<file path="src/rtl/flash_seq_pkg.sv">
package flash_seq_pkg;

  typedef enum logic [2:0] {
    OP_RST  = 3'd0,
    OP_PROG = 3'd1,
    OP_SERA = 3'd2,
    OP_CERA = 3'd3,
    OP_ID   = 3'd4
  } op_e;

  typedef enum logic [1:0] {
    PH_IDLE,
    PH_SETUP,
    PH_PULSE,
    PH_HOLD
  } phase_e;

  typedef enum logic [2:0] {
    S_IDLE,
    S_CMD,
    S_POLL,
    S_POLL2,
    S_ID0,
    S_ID1,
    S_ABORT,
    S_FIN
  } seq_e;

  localparam logic [10:0] UNLOCK_A = 11'h555;
  localparam logic [10:0] UNLOCK_B = 11'h2AA;
  localparam logic [7:0]  KEY_A    = 8'hAA;
  localparam logic [7:0]  KEY_B    = 8'h55;
  localparam logic [7:0]  CMD_PROG = 8'hA0;
  localparam logic [7:0]  CMD_ERSU = 8'h80;
  localparam logic [7:0]  CMD_SERA = 8'h30;
  localparam logic [7:0]  CMD_CERA = 8'h10;
  localparam logic [7:0]  CMD_ID   = 8'h90;
  localparam logic [7:0]  CMD_RST  = 8'hF0;

endpackage

</file>
<file path="src/rtl/flash_cmd_table.sv">
module flash_cmd_table
  import flash_seq_pkg::*;
#(
  parameter int AW = 19
) (
  input  op_e           op_i,
  input  logic [2:0]    idx_i,
  input  logic [AW-1:0] tgt_addr_i,
  input  logic [7:0]    tgt_data_i,
  output logic [AW-1:0] addr_o,
  output logic [7:0]    data_o,
  output logic          last_o
);

  localparam logic [AW-1:0] A_UNL_A = AW'(UNLOCK_A);
  localparam logic [AW-1:0] A_UNL_B = AW'(UNLOCK_B);

  logic [2:0] last_idx;

  always_comb begin
    unique case (op_i)
      OP_PROG:          last_idx = 3'd3;
      OP_SERA, OP_CERA: last_idx = 3'd5;
      OP_ID:            last_idx = 3'd2;
      default:          last_idx = 3'd0;
    endcase
  end

  assign last_o = (idx_i == last_idx);

  always_comb begin
    addr_o = A_UNL_A;
    data_o = KEY_A;
    if (op_i == OP_RST) begin
      addr_o = '0;
      data_o = CMD_RST;
    end else begin
      unique case (idx_i)
        3'd1, 3'd4: begin
          addr_o = A_UNL_B;
          data_o = KEY_B;
        end
        3'd2: begin
          addr_o = A_UNL_A;
          data_o = (op_i == OP_PROG) ? CMD_PROG :
                   (op_i == OP_ID)   ? CMD_ID   : CMD_ERSU;
        end
        3'd3: begin
          if (op_i == OP_PROG) begin
            addr_o = tgt_addr_i;
            data_o = tgt_data_i;
          end
        end
        3'd5: begin
          if (op_i == OP_SERA) begin
            addr_o = tgt_addr_i;
            data_o = CMD_SERA;
          end else begin
            addr_o = A_UNL_A;
            data_o = CMD_CERA;
          end
        end
        default: ;
      endcase
    end
  end

endmodule

</file>
<file path="src/rtl/flash_bus_cycle.sv">
module flash_bus_cycle
  import flash_seq_pkg::*;
#(
  parameter int AW      = 19,
  parameter int T_SETUP = 2,
  parameter int T_PULSE = 3,
  parameter int T_HOLD  = 1
) (
  input  logic          clk_i,
  input  logic          rst_ni,
  input  logic          start_i,
  input  logic          rd_i,
  input  logic [AW-1:0] addr_i,
  input  logic [7:0]    data_i,
  input  logic [7:0]    dq_i,
  output logic          done_o,
  output logic [7:0]    rdata_o,
  output logic [AW-1:0] addr_o,
  output logic [7:0]    dq_o,
  output logic          dq_oe_o,
  output logic          we_no,
  output logic          oe_no
);

  localparam int TMAX_SP = (T_SETUP > T_PULSE) ? T_SETUP : T_PULSE;
  localparam int TMAX    = (TMAX_SP > T_HOLD) ? TMAX_SP : T_HOLD;
  localparam int CW      = $clog2(TMAX + 1);

  phase_e        ph_q;
  logic [CW-1:0] cnt_q;
  logic          rd_q;
  logic [AW-1:0] addr_q;
  logic [7:0]    data_q;
  logic [7:0]    rdata_q;

  always_ff @(posedge clk_i or negedge rst_ni) begin
    if (!rst_ni) begin
      ph_q    <= PH_IDLE;
      cnt_q   <= '0;
      rd_q    <= 1'b0;
      addr_q  <= '0;
      data_q  <= '0;
      rdata_q <= '0;
    end else begin
      unique case (ph_q)
        PH_IDLE: if (start_i) begin
          ph_q   <= PH_SETUP;
          cnt_q  <= CW'(T_SETUP - 1);
          rd_q   <= rd_i;
          addr_q <= addr_i;
          data_q <= data_i;
        end
        PH_SETUP: begin
          if (cnt_q == '0) begin
            ph_q  <= PH_PULSE;
            cnt_q <= CW'(T_PULSE - 1);
          end else cnt_q <= cnt_q - 1'b1;
        end
        PH_PULSE: begin
          if (cnt_q == '0) begin
            ph_q  <= PH_HOLD;
            cnt_q <= CW'(T_HOLD - 1);
            if (rd_q) rdata_q <= dq_i;  // sample before strobe release
          end else cnt_q <= cnt_q - 1'b1;
        end
        PH_HOLD: begin
          if (cnt_q == '0) ph_q <= PH_IDLE;
          else cnt_q <= cnt_q - 1'b1;
        end
        default: ph_q <= PH_IDLE;
      endcase
    end
  end

  assign done_o  = (ph_q == PH_HOLD) && (cnt_q == '0);
  assign rdata_o = rdata_q;
  assign addr_o  = addr_q;
  assign dq_o    = data_q;
  assign dq_oe_o = (ph_q != PH_IDLE) && !rd_q;
  assign we_no   = !((ph_q == PH_PULSE) && !rd_q);
  assign oe_no   = !((ph_q == PH_PULSE) && rd_q);

  a_r9_strobe_excl: assert property (@(posedge clk_i) disable iff (!rst_ni)
    !(!we_no && !oe_no));

  a_r9_drive_during_we: assert property (@(posedge clk_i) disable iff (!rst_ni)
    !we_no |-> dq_oe_o);

  a_r9_bus_stable_low: assert property (@(posedge clk_i) disable iff (!rst_ni)
    (!we_no && $past(!we_no)) |-> ($stable(addr_o) && $stable(dq_o)));

endmodule

</file>
<file path="src/rtl/flash_seq.sv">
module flash_seq
  import flash_seq_pkg::*;
#(
  parameter int AW      = 19,
  parameter int T_SETUP = 2,
  parameter int T_PULSE = 3,
  parameter int T_HOLD  = 1
) (
  input  logic          clk_i,
  input  logic          rst_ni,
  input  logic          req_valid_i,
  output logic          req_ready_o,
  input  logic [2:0]    req_op_i,
  input  logic [AW-1:0] req_addr_i,
  input  logic [7:0]    req_data_i,
  output logic          done_o,
  output logic          err_o,
  output logic [15:0]   id_data_o,
  output logic [AW-1:0] fl_addr_o,
  output logic [7:0]    fl_dq_o,
  output logic          fl_dq_oe_o,
  input  logic [7:0]    fl_dq_i,
  output logic          fl_we_no,
  output logic          fl_oe_no
);

  seq_e          st_q;
  op_e           op_q;
  logic [AW-1:0] addr_q;
  logic [7:0]    data_q;
  logic [2:0]    idx_q;
  logic          go_q;
  logic          err_q;
  logic [15:0]   id_q;

  op_e           op_in;
  logic [AW-1:0] tbl_addr;
  logic [7:0]    tbl_data;
  logic          tbl_last;
  logic          cyc_rd;
  logic [AW-1:0] cyc_addr;
  logic [7:0]    cyc_data;
  logic          cyc_done;
  logic [7:0]    cyc_rdata;
  logic          exp7;
  logic          hit;

  assign op_in = (req_op_i > 3'd4) ? OP_RST : op_e'(req_op_i);

  flash_cmd_table #(.AW(AW)) u_tbl (
    .op_i       (op_q),
    .idx_i      (idx_q),
    .tgt_addr_i (addr_q),
    .tgt_data_i (data_q),
    .addr_o     (tbl_addr),
    .data_o     (tbl_data),
    .last_o     (tbl_last)
  );

  always_comb begin
    cyc_rd   = 1'b0;
    cyc_addr = tbl_addr;
    cyc_data = tbl_data;
    unique case (st_q)
      S_POLL, S_POLL2: begin
        cyc_rd   = 1'b1;
        cyc_addr = addr_q;
      end
      S_ID0: begin
        cyc_rd   = 1'b1;
        cyc_addr = '0;
      end
      S_ID1: begin
        cyc_rd   = 1'b1;
        cyc_addr = AW'(1);
      end
      S_ABORT: begin
        cyc_addr = '0;
        cyc_data = CMD_RST;
      end
      default: ;
    endcase
  end

  flash_bus_cycle #(
    .AW(AW), .T_SETUP(T_SETUP), .T_PULSE(T_PULSE), .T_HOLD(T_HOLD)
  ) u_cyc (
    .clk_i   (clk_i),
    .rst_ni  (rst_ni),
    .start_i (go_q),
    .rd_i    (cyc_rd),
    .addr_i  (cyc_addr),
    .data_i  (cyc_data),
    .dq_i    (fl_dq_i),
    .done_o  (cyc_done),
    .rdata_o (cyc_rdata),
    .addr_o  (fl_addr_o),
    .dq_o    (fl_dq_o),
    .dq_oe_o (fl_dq_oe_o),
    .we_no   (fl_we_no),
    .oe_no   (fl_oe_no)
  );

  assign exp7 = (op_q == OP_PROG) ? data_q[7] : 1'b1;
  assign hit  = (cyc_rdata[7] == exp7);

  always_ff @(posedge clk_i or negedge rst_ni) begin
    if (!rst_ni) begin
      st_q   <= S_IDLE;
      op_q   <= OP_RST;
      addr_q <= '0;
      data_q <= '0;
      idx_q  <= '0;
      go_q   <= 1'b0;
      err_q  <= 1'b0;
      id_q   <= '0;
    end else begin
      go_q <= 1'b0;
      unique case (st_q)
        S_IDLE: if (req_valid_i) begin
          op_q   <= op_in;
          addr_q <= req_addr_i;
          data_q <= req_data_i;
          idx_q  <= '0;
          err_q  <= 1'b0;
          go_q   <= 1'b1;
          st_q   <= S_CMD;
        end
        S_CMD: if (cyc_done) begin
          if (tbl_last) begin
            unique case (op_q)
              OP_PROG, OP_SERA, OP_CERA: begin
                st_q <= S_POLL;
                go_q <= 1'b1;
              end
              OP_ID: begin
                st_q <= S_ID0;
                go_q <= 1'b1;
              end
              default: st_q <= S_FIN;
            endcase
          end else begin
            idx_q <= idx_q + 1'b1;
            go_q  <= 1'b1;
          end
        end
        S_POLL: if (cyc_done) begin
          if (hit) st_q <= S_FIN;
          else begin
            if (cyc_rdata[5]) st_q <= S_POLL2;  // timeout flag: one confirming read
            go_q <= 1'b1;
          end
        end
        S_POLL2: if (cyc_done) begin
          if (hit) st_q <= S_FIN;
          else begin
            st_q <= S_ABORT;
            go_q <= 1'b1;
          end
        end
        S_ABORT: if (cyc_done) begin
          err_q <= 1'b1;
          st_q  <= S_FIN;
        end
        S_ID0: if (cyc_done) begin
          id_q[7:0] <= cyc_rdata;
          st_q      <= S_ID1;
          go_q      <= 1'b1;
        end
        S_ID1: if (cyc_done) begin
          id_q[15:8] <= cyc_rdata;
          st_q       <= S_FIN;
        end
        S_FIN: st_q <= S_IDLE;
        default: st_q <= S_IDLE;
      endcase
    end
  end

  assign req_ready_o = (st_q == S_IDLE);
  assign done_o      = (st_q == S_FIN) && !err_q;
  assign err_o       = (st_q == S_FIN) && err_q;
  assign id_data_o   = id_q;

  a_r7_pulse_excl: assert property (@(posedge clk_i) disable iff (!rst_ni)
    !(done_o && err_o));

  a_r10_ready_after_pulse: assert property (@(posedge clk_i) disable iff (!rst_ni)
    (done_o || err_o) |=> req_ready_o);

  a_r10_busy_after_accept: assert property (@(posedge clk_i) disable iff (!rst_ni)
    (req_valid_i && req_ready_o) |=> !req_ready_o);

  a_r8_err_follows_write: assert property (@(posedge clk_i) disable iff (!rst_ni)
    $rose(err_o) |-> $past(fl_we_no) && !$past(fl_dq_oe_o, 1) == 1'b0);

endmodule

</file>
<file path="config.mk">
export PLATFORM = sky130hd
export DESIGN_NAME = flash_seq
export DESIGN_NICKNAME = d
export VERILOG_FILES = /design/src/rtl/flash_seq_pkg.sv /design/src/rtl/flash_cmd_table.sv /design/src/rtl/flash_bus_cycle.sv /design/src/rtl/flash_seq.sv
export SDC_FILE = /design/constraint.sdc
export NUM_CORES = 1
export LEC_CHECK = 0
export BUFFER_PORTS_ARGS = -buffer_cell sky130_fd_sc_hd__buf_2
export CORE_MARGIN = 2
export CORE_UTILIZATION = 55
export CTS_BUF_LIST = sky130_fd_sc_hd__clkbuf_16
export CTS_CLUSTER_DIAMETER = 100
export DETAILED_ROUTE_END_ITERATION = 8
export PLACE_DENSITY_LB_ADDON = 0.25
export SETUP_SLACK_MARGIN = 0.1
export SYNTH_ARGS = -nofsm -noshare
export SYNTH_HDL_FRONTEND = slang
export SYNTH_SLANG_ARGS = --single-unit
</file>
<file path="constraint.sdc">
create_clock -name clk_i -period 2.2 [get_ports clk_i]
set_input_delay 0.22 -clock clk_i [delete_from_list [all_inputs] [get_ports clk_i]]
set_output_delay 0.22 -clock clk_i [all_outputs]
set_load 0.05 [all_outputs]
</file>
==> results of run 1 <==
-- worst max path at each step --
stage / to / slack [ns] / cells past startpoint
final: u_cyc.addr_o[3] / 0.23 / 6
after global routing: u_cyc.addr_o[3] / 0.11 / 6
after CTS: idx_q[1] / 0.19 / 5
after detailed placement: idx_q[1] / 0.20 / 5
after global placement: idx_q[1] / 0.27 / 5
after floorplan: u_cyc.dq_o[7] / 0.27 / 7
-- layout make-up --
cell class / instances / area [sq um]
sequential: 94 / 2354
clock inverter: 6 / 88.84
timing repair buffer: 109 / 613.1
fill: 630 / 2362
tap: 102 / 127.6
inverter: 12 / 45.04
clock buffer: 9 / 225.2
multi-input combinational: 327 / 1952
-- kinds of logic after synthesis --
logic type      after synthesis
mux                          30
fa+ha+maj                    12
simple gates                201
xor+xnor                      1
compound gates               83
buf+inv                      34
flops                        94
-- per-layer routing --
layer / vias to the layer above / wire length [microns] / GRT usage (%)
li1: 1759 / - / -
met1: 1786 / 4400 / 34.12
met2: 121 / 4913 / 39.93
met3: 26 / 542 / 5.136
met4: 0 / 254 / 10.14
met5: - / 0 / 0
-- tightest hold or removal path: stages --
cell and delay (ns):
buf_2 0.07, nand2_1 0.04, nand2_1 0.04
-- timing repair --
| action | 4_1_cts | 5_1_grt |
|---|---|---|
| endpoints found under the setup margin | 0 | 2 |
| gates resized for setup | 0 | 3 |
| hold buffers | 1 | 0 |
| buffers inserted | 0 | 2 |
| endpoints found under the hold margin | 41 | 0 |
-- state kept, by name, indices dropped and copies added (netlist names) --
register,cells
err_q,1
st_q,3
u_cyc.rdata_o,8
u_cyc.rd_q,1
data_q,8
addr_q,19
go_q,1
u_cyc.ph_q,2
u_cyc.cnt_q,2
idx_q,3
id_data_o,16
u_cyc.addr_o,19
u_cyc.dq_o,8
op_q,3
-- through the flow --
step / hold WS, ns / total power [uW] / util (%) / std cells / worst slack, ns
2_1_floorplan: -0.07559 / 1781 / - / 455 / 0.2739
3_3_place_gp: 0.2314 / 1856 / 65.01 / 641 / 0.2666
3_5_place_dp: 0.2334 / 1860 / 65.01 / 641 / 0.1973
4_1_cts: 0.05670 / 3481 / 69.18 / 657 / 0.1931
5_1_grt: 0.06194 / 3558 / 69.59 / 659 / 0.1125
6_report: 0.06354 / 3454 / 69.59 / 659 / 0.2324
-- where the power goes --
group          total, uW  internal, uW  leakage, uW  switching (uW)
Sequential          1740          1740      0.00127            6.37
Combinational       84.5          36.6      0.00140            47.9
Clock               1630           988     0.000153             639
Total               3450          2760      0.00282             693
-- Yosys cell counts, drive strengths merged (2+ instances only) --
cell type	n	area share [%]
buf	9	0.99
or3	2	0.28
o31ai	3	0.51
dfrtp	94	53
inv	12	1.0
clkbuf	13	1.1
nor2	25	2.1
nand4	2	0.28
a31oi	8	1.1
and2	4	0.57
nor3	9	1.4
ha	12	3.4
a221oi	5	0.99
mux2	27	6.9
nand3	13	1.5
nand3b	3	0.51
nand2b	3	0.42
a311o	3	0.68
a21oi	12	1.4
o22a	8	1.6
o21a	3	0.51
nand2	124	11
nor2b	8	1.1
o21ai	31	3.5
mux2i	3	0.68
o211ai	2	0.34
or3b	3	0.59
==> results_dict.tcl, run 1 <==
set metrics [dict create \
    ys_types 46 \
    worstMarginPinSlew_ns 0.6641 \
    cts.path.max_buffers 2 \
    wire_per_inst_microns 15.34 \
    die_x_microns 93.67 \
    drt_wl_total_microns 10110 \
    dieHeight_microns 93.67 \
    required_ns 2.49 \
    ios 90 \
    gp_congestion 0.9114 \
    worstHoldPathCells 3 \
    root_buffer "clkbuf_16" \
    synth_edf_count 0 \
    nNetsFinal 606 \
    dpl.hpwl_microns 7114 \
    setup-tns-final_ns 0 \
    grt_max_degree 54 \
    maxCapViolations 0 \
    drt_iter0_drc 254 \
    setup_violations 0 \
    vdd_ir_drop_max_mv 0.3643 \
    dr.pass1.iters 5 \
    clkLatencyLatePin_ns 0.34 \
    slew-limit-headroom_pct 55.63 \
    cts_max_level 3 \
    syn-num-nets 508 \
    path_max_fanout 13 \
    synthFlopType "dfrtp_1" \
    skew_ns 0.006894 \
    worstReg2RegEnd "u_cyc.addr_o[3]" \
    min_to "addr_q[3]" \
    ys_ff_latch 94 \
    cts_buffers 9 \
    r2r-start "st_q[1]" \
    viasPerCell 5.602 \
    max_freq_mhz 508.2 \
    critPathTopFamily "compound AO/OA/AOI/OAI gates" \
    async_flop_share_pct 100.0 \
    globalRouteTotalUtil_pct 25.16 \
    yosysSeqAreaShare_pct 53.20 \
    cp_num_buf_inv 1 \
    antenna_found_initial 0 \
    fp-row-count 32 \
    num_antenna_cells 0 \
    crit_type "flip-flop to flip-flop" \
    clk_pin_slew_ns 0.07 \
    grt_overflow 0 \
    final_common_cell "nand2_1" \
    post_synth_fa_ha_maj_area_fraction_pct 3.396 \
    hold_start "req_addr_i[3]" \
    synth-simple-area-share_pct 20.26 \
    placed_area_sq_mm 0.005050 \
    syn2layout_area_growth_pct 22.24 \
    synth_top_family_by_area "simple AND/OR/NAND/NOR gates" \
    cpPeakStageDelay_ns 0.57 \
    fin_area_sq_mm 0.005405 \
    rsz0062_at_grt "no" \
    die_area_sq_mm 0.008773 \
    synth_mux_area_share_pct 7.555 \
    leakagePower_uw 0.002824 \
    drc_errors 0 \
    post-route-period-util_pct 89.44 \
    core-area_sq_mm 0.007767 \
    vias 3692 \
    p_per_area_mw_per_mm2 639.0 \
    start_kind "flip-flop" \
    grt_pass1_vias 3542 \
    io_buffer_count 89 \
    hp-class "primary input to flip-flop" \
    syn_avg_cell_area_sq_um 9.718 \
    crit_start "st_q[1]" \
    antenna_left 0 \
    mostFrequentLayoutCells "nand2_1 (124), dfrtp_1 (93), buf_2 (88)" \
    synthCells 455 \
    crit_path_end_kind "flip-flop" \
    cts_tree "yes" \
    crit_chain "and3_1, o21a_1, a31oi_1, buf_4, nor2b_1, o22a_1" \
    finalMaxSlewViolations 0 \
    synth-xor-area-share_pct 0.1981 \
    synth_compound_area_share_pct 12.28 \
    grt_pass1_wl_microns 17100 \
    worst_path_max_delay_cell "dfrtp_1" \
    syn_area_sq_mm 0.004422 \
    r2r_slack_ns 0.23 \
    r2r_cells 6 \
    status "finished clean" \
    cts.sinks 94 \
    drive_gt1_share_pct 27.65 \
    initial_core_util_pct 56.93 \
    hold_violations 0 \
    fin_crit_ns 1.968 \
    cp.arrival_ns 2.25 \
    ys_warn_count 0 \
]
Note: power is estimated with default switching activity, not from simulation.
==> inputs of run 2 (changes only) <==
- clock period: 2.2 -> 1.9 ns (I/O delays scaled with it)
==> run 2 against run 1 <==
  * The run now ends with setup timing left
  * Sequential power rose by 16%
  * Via count grew 3.9%
  * First-iteration DRC count down 13%
  * Maximum frequency grew 1.5%
  * Global-route usage is 1.2 points higher
  * Die area unchanged
  * Total power up 18%
  * Non-clock buffer count increased by 25
  * Flip-flop and latch count unchanged
  * Final cell count up 3.9%
  * Utilization up 5.3 points
  * Clock power rose by 20%
  * Largest power group unchanged
==> results_dict.tcl, run 2 (synthesized netlist as in run 1, its figures left out) <==
set metrics [dict create \
    fp-row-count 32 \
    clkPwrFrac_pct 47.9 \
    vias 3837 \
    dpl.hpwl_microns 7420 \
    start_kind "flip-flop" \
    worstHoldPathCells 3 \
    syn2layout_area_growth_pct 31.61 \
    slew-limit-headroom_pct 68.59 \
    ios 90 \
    root_buffer "clkbuf_16" \
    drt_wl_total_microns 11630 \
    io_buffer_count 89 \
    grt_overflow 0 \
    status "finished, violations left" \
    crit_type "flip-flop to flip-flop" \
    combPwrFrac_pct 2.6 \
    hold_violations 0 \
    grt_pass1_wl_microns 17900 \
    setup_violations 2 \
    fin_crit_ns 1.938 \
    required_ns 2.12 \
    path_max_fanout 8 \
    finalMaxSlewViolations 0 \
    drive_gt1_share_pct 36.71 \
    cts.sinks 94 \
    drc_errors 0 \
    p_sw_uw 854.8 \
    worst_slack_ns -0.03811 \
    multi_input_area_sq_mm 0.002122 \
    total_power_uw 4074 \
    gp_congestion 0.8952 \
    crit_path_end_kind "flip-flop" \
    fillCellCount 562 \
    nNetsFinal 631 \
    die_x_microns 93.67 \
    final_cells 685 \
    cts.path.max_buffers 2 \
    r2r_cells 6 \
    seqPwrFrac_pct 49.5 \
    placed_cells 655 \
    dieHeight_microns 93.67 \
    core-area_sq_mm 0.007767 \
    worstMarginPinSlew_ns 0.4711 \
    cts_max_level 3 \
    hp-class "primary input to flip-flop" \
    cts_buffers 9 \
    wire_per_inst_microns 16.98 \
    rsz0062_at_grt "yes" \
    drt_iter0_drc 221 \
    initial_core_util_pct 56.93 \
    die_area_sq_mm 0.008773 \
    dr.pass1.iters 5 \
    cp.arrival_ns 2.16 \
    clk_pin_slew_ns 0.07 \
    antenna_found_initial 0 \
    globalRouteTotalUtil_pct 26.36 \
    setup-tns-final_ns -0.05446 \
    skew_ns 0.007708 \
    clkLatencyLatePin_ns 0.34 \
    swShare_pct 20.98 \
    antenna_left 0 \
    final_common_cell "nand2_1" \
    seq_area_sq_mm 0.002359 \
    mostFrequentLayoutCells "nand2_1 (122), dfrtp_1 (89), buf_2 (88)" \
    post-route-period-util_pct 102.0 \
    vdd_ir_drop_max_mv 0.5199 \
    viasPerCell 5.601 \
    leakagePower_uw 0.002997 \
    cts_tree "yes" \
    violations "setup timing" \
    max_freq_mhz 516.0 \
    p_per_area_mw_per_mm2 700.1 \
    grt_max_degree 40 \
    grt_pass1_vias 3752 \
    num_antenna_cells 0 \
    intPower_uw 3219 \
    maxCapViolations 0 \
]
run 2: changes by cell type in the layout (fill, tap and decap cells not counted), moves of 3 or more:
cell      previous run  this run
a221oi_1             5         0
buf_4               19        38
ha_1                12         6
a221oi_2             0         5
and2_1               4         1
dfrtp_1             93        89
ha_4                 0         5
dfrtp_2              1         5
a21oi_2              0         3
buf_6                0         4
a21oi_1             12         9
run 2: repair_timing:
item	CTS	global route
endpoints found under the setup margin	19	45
endpoints found under the hold margin	30	0
hold buffers	1	0
buffers inserted	10	3
gates cloned	0	1
pin swaps	6	14
resized for setup	9	41
run 2: per-layer routing:
layer	vias to the layer above	global-route usage, %	part of all wire [%]
met1	1863	34.28	43
met4	0	7.488	1.3
met5	-	0	0
met3	20	5.618	5.1
met2	134	44.84	51
li1	1820	-	-
run 2: final timing paths:
path                                      from              end  slack (ns)
worst max register to register         op_q[0]  u_cyc.addr_o[8]       -0.04
worst min-delay path            req_addr_i[12]       addr_q[12]        0.03
worst max-delay path                   op_q[0]  u_cyc.addr_o[8]       -0.04
max in group asynchronous               rst_ni        addr_q[4]        0.87
min in group asynchronous               rst_ni    u_cyc.ph_q[0]        0.34
worst min register to register       addr_q[5]        addr_q[5]        0.47
run 2: final cells by class:
type	instances	share of cell area, %
Clock buffer	9	3.870
Multi-Input combinational cell	327	36.47
Sequential cell	94	40.53
Tap cell	102	2.193
Inverter	12	0.8170
Clock inverter	7	1.677
Timing Repair Buffer	134	14.45
run 2: per-stage QoR:
step	area (sq um)	setup WS, ns	utilization, %	hold WS, ns
5_1_grt	5819	-0.1191	74.92	0.03754
2_1_floorplan	4442	0.07998	-	-0.1056
6_report	5819	-0.03811	74.92	0.03435
4_1_cts	5632	-0.004595	72.50	0.03207
3_3_place_gp	5182	0.04598	66.72	0.1633
3_5_place_dp	5182	-0.03913	66.72	0.1715
run 2: power by group through the flow:
stage          combinational, uW  clock, uW  sequential (uW)
2_1_floorplan               10.6          0             2050
3_3_place_gp                97.4          0             2050
3_5_place_dp                 100          0             2050
4_1_cts                      105       1970             2020
5_1_grt                      118       2040             2020
6_report                     105       1950             2020
run 2: critical path: stages (launching register included):
cell and delay, ns:
dfrtp_1 0.44, buf_4 0.19, or3b_1 0.47, o21ai_0 0.19, nand3_1 0.13, a221oi_2 0.31, nor2_1 0.09
==> inputs of run 3 (changes only) <==
- PLACE_DENSITY: unset -> 0.79
- PLACE_DENSITY_LB_ADDON: 0.25 -> unset
==> run 3 against run 2 <==
  * Critical path depth is 1 higher
  * Sequential power about the same
  * Global-route usage rose by 0.50 points
  * The run still ends with setup timing left
  * Utilization fell by 0.60 points
  * Largest cell class unchanged
==> results_dict.tcl, run 3 (synthesized netlist as in run 1, its figures left out) <==
set metrics [dict create \
    max_freq_mhz 511.3 \
    grt_pass1_vias 3814 \
    p_per_area_mw_per_mm2 677.8 \
    placed_cells 655 \
    required_ns 2.12 \
    initial_core_util_pct 56.93 \
    r2r-start "op_q[0]" \
    violations "setup timing" \
    r2r_slack_ns -0.06 \
    antenna_found_initial 0 \
    dr.pass1.iters 6 \
    met1_length_microns 4753 \
    die_x_microns 93.67 \
    vdd_ir_drop_max_mv 0.6054 \
    grt_max_degree 47 \
    crit_start "op_q[0]" \
    status "finished, violations left" \
    cts.path.max_buffers 2 \
    worst_slack_ns -0.05592 \
    final_common_cell "nand2_1" \
    cts_max_level 3 \
    maxCapViolations 0 \
    clkLatencyLatePin_ns 0.34 \
    met2_length_microns 6057 \
    globalRouteTotalUtil_pct 26.86 \
    fin_crit_ns 1.956 \
    vias 3899 \
    skew_ns 0.01026 \
    grt_pass1_wl_microns 18250 \
    crit_type "flip-flop to flip-flop" \
    leakagePower_uw 0.003018 \
    r2r_cells 7 \
    post-route-period-util_pct 102.9 \
    ios 90 \
    crit_path_end "u_cyc.addr_o[5]" \
    die_area_sq_mm 0.008773 \
    worstMarginPinSlew_ns 0.6254 \
    drive_gt1_share_pct 35.27 \
    worstHoldPathCells 3 \
    cts.sinks 94 \
    cp.arrival_ns 2.18 \
    postLayoutCoreUtil_pct 74.32 \
    final_cells 686 \
    rsz0062_at_grt "yes" \
    slew-limit-headroom_pct 58.31 \
    viasPerCell 5.684 \
    mostFrequentLayoutCells "nand2_1 (122), dfrtp_1 (91), buf_2 (88)" \
    clk_pin_slew_ns 0.07 \
    nNetsFinal 632 \
    setup_violations 6 \
    crit_path_end_kind "flip-flop" \
    finalMaxSlewViolations 0 \
    path_max_fanout 8 \
    core-area_sq_mm 0.007767 \
    hp-class "primary input to flip-flop" \
    gp_congestion 0.8947 \
    dieHeight_microns 93.67 \
    syn2layout_area_growth_pct 30.56 \
    cts_buffers 9 \
    drt_wl_total_microns 11880 \
    worstReg2RegEnd "u_cyc.addr_o[5]" \
    drc_errors 0 \
    setup-tns-final_ns -0.1622 \
    fp-row-count 32 \
    root_buffer "clkbuf_16" \
    top_layer "met4" \
    drt_iter0_drc 321 \
    dpl.hpwl_microns 7468 \
    wire_per_inst_microns 17.32 \
    io_buffer_count 89 \
    num_antenna_cells 0 \
    dr_wl_met3_microns 768 \
    grt_overflow 0 \
    cts_tree "yes" \
    hold_violations 0 \
    start_kind "flip-flop" \
    antenna_left 0 \
]
## run 3: timing repair
item,in CTS,in global routing
setup buffers,1,13
gates cloned,0,0
hold buffers,1,0
gates resized for setup,10,32
pin swaps,3,12
hold endpoints to repair,44,0
endpoints found under the setup margin,15,35
## run 3: worst min path at each step
| stage | from | endpoint |
|---|---|---|
| after CTS | req_addr_i[13] | addr_q[13] |
| after global placement | rst_ni | id_data_o[15] |
| final | req_addr_i[17] | addr_q[17] |
| after detailed placement | rst_ni | id_data_o[15] |
| after global routing | req_data_i[5] | data_q[5] |
| after floorplan | rst_ni | addr_q[0] |
## run 3: power by group
part | leakage, uW | internal, uW | switching [uW]
clock | 0.000148 | 1020 | 767
combinational | 0.00160 | 47.8 | 56.8
sequential | 0.00127 | 2010 | 7.78
total | 0.00302 | 3080 | 832
## run 3: metrics by stage
stage          setup slack [ns]  total power [uW]  hold slack (ns)  instance area [sq um]
4_1_cts                 0.04246              3925          0.03491                   5560
2_1_floorplan           0.07998              2063          -0.1056                   4442
6_report               -0.05592              3913          0.03373                   5773
3_5_place_dp            0.01482              2158           0.2393                   5207
3_3_place_gp            0.08869              2155           0.2369                   5207
5_1_grt                -0.09770              4040          0.04470                   5773
## run 3: area by class of cell
| type | instances | area [sq um] |
|---|---|---|
| inverter | 12 | 47.55 |
| fill | 535 | 1994 |
| tap | 102 | 127.6 |
| clock buffer | 9 | 225.2 |
| timing repair buffer | 135 | 869.6 |
| multi-input combinational | 327 | 2074 |
| clock inverter | 7 | 72.57 |
| sequential | 94 | 2356 |
## run 3: worst max-delay path, stage by stage, from the launching register on
cell,delay [ns]
dfrtp_1,0.42
buf_4,0.15
or3_4,0.39
o21a_1,0.16
a31oi_1,0.23
buf_4,0.23
nor2b_2,0.05
o22a_1,0.20
## run 3: per-layer routing
layer,vias to the layer above,track usage (%)
met4,0,8.454
li1,1805,-
met3,35,5.297
met2,168,45.44
met1,1891,35.14
met5,-,0
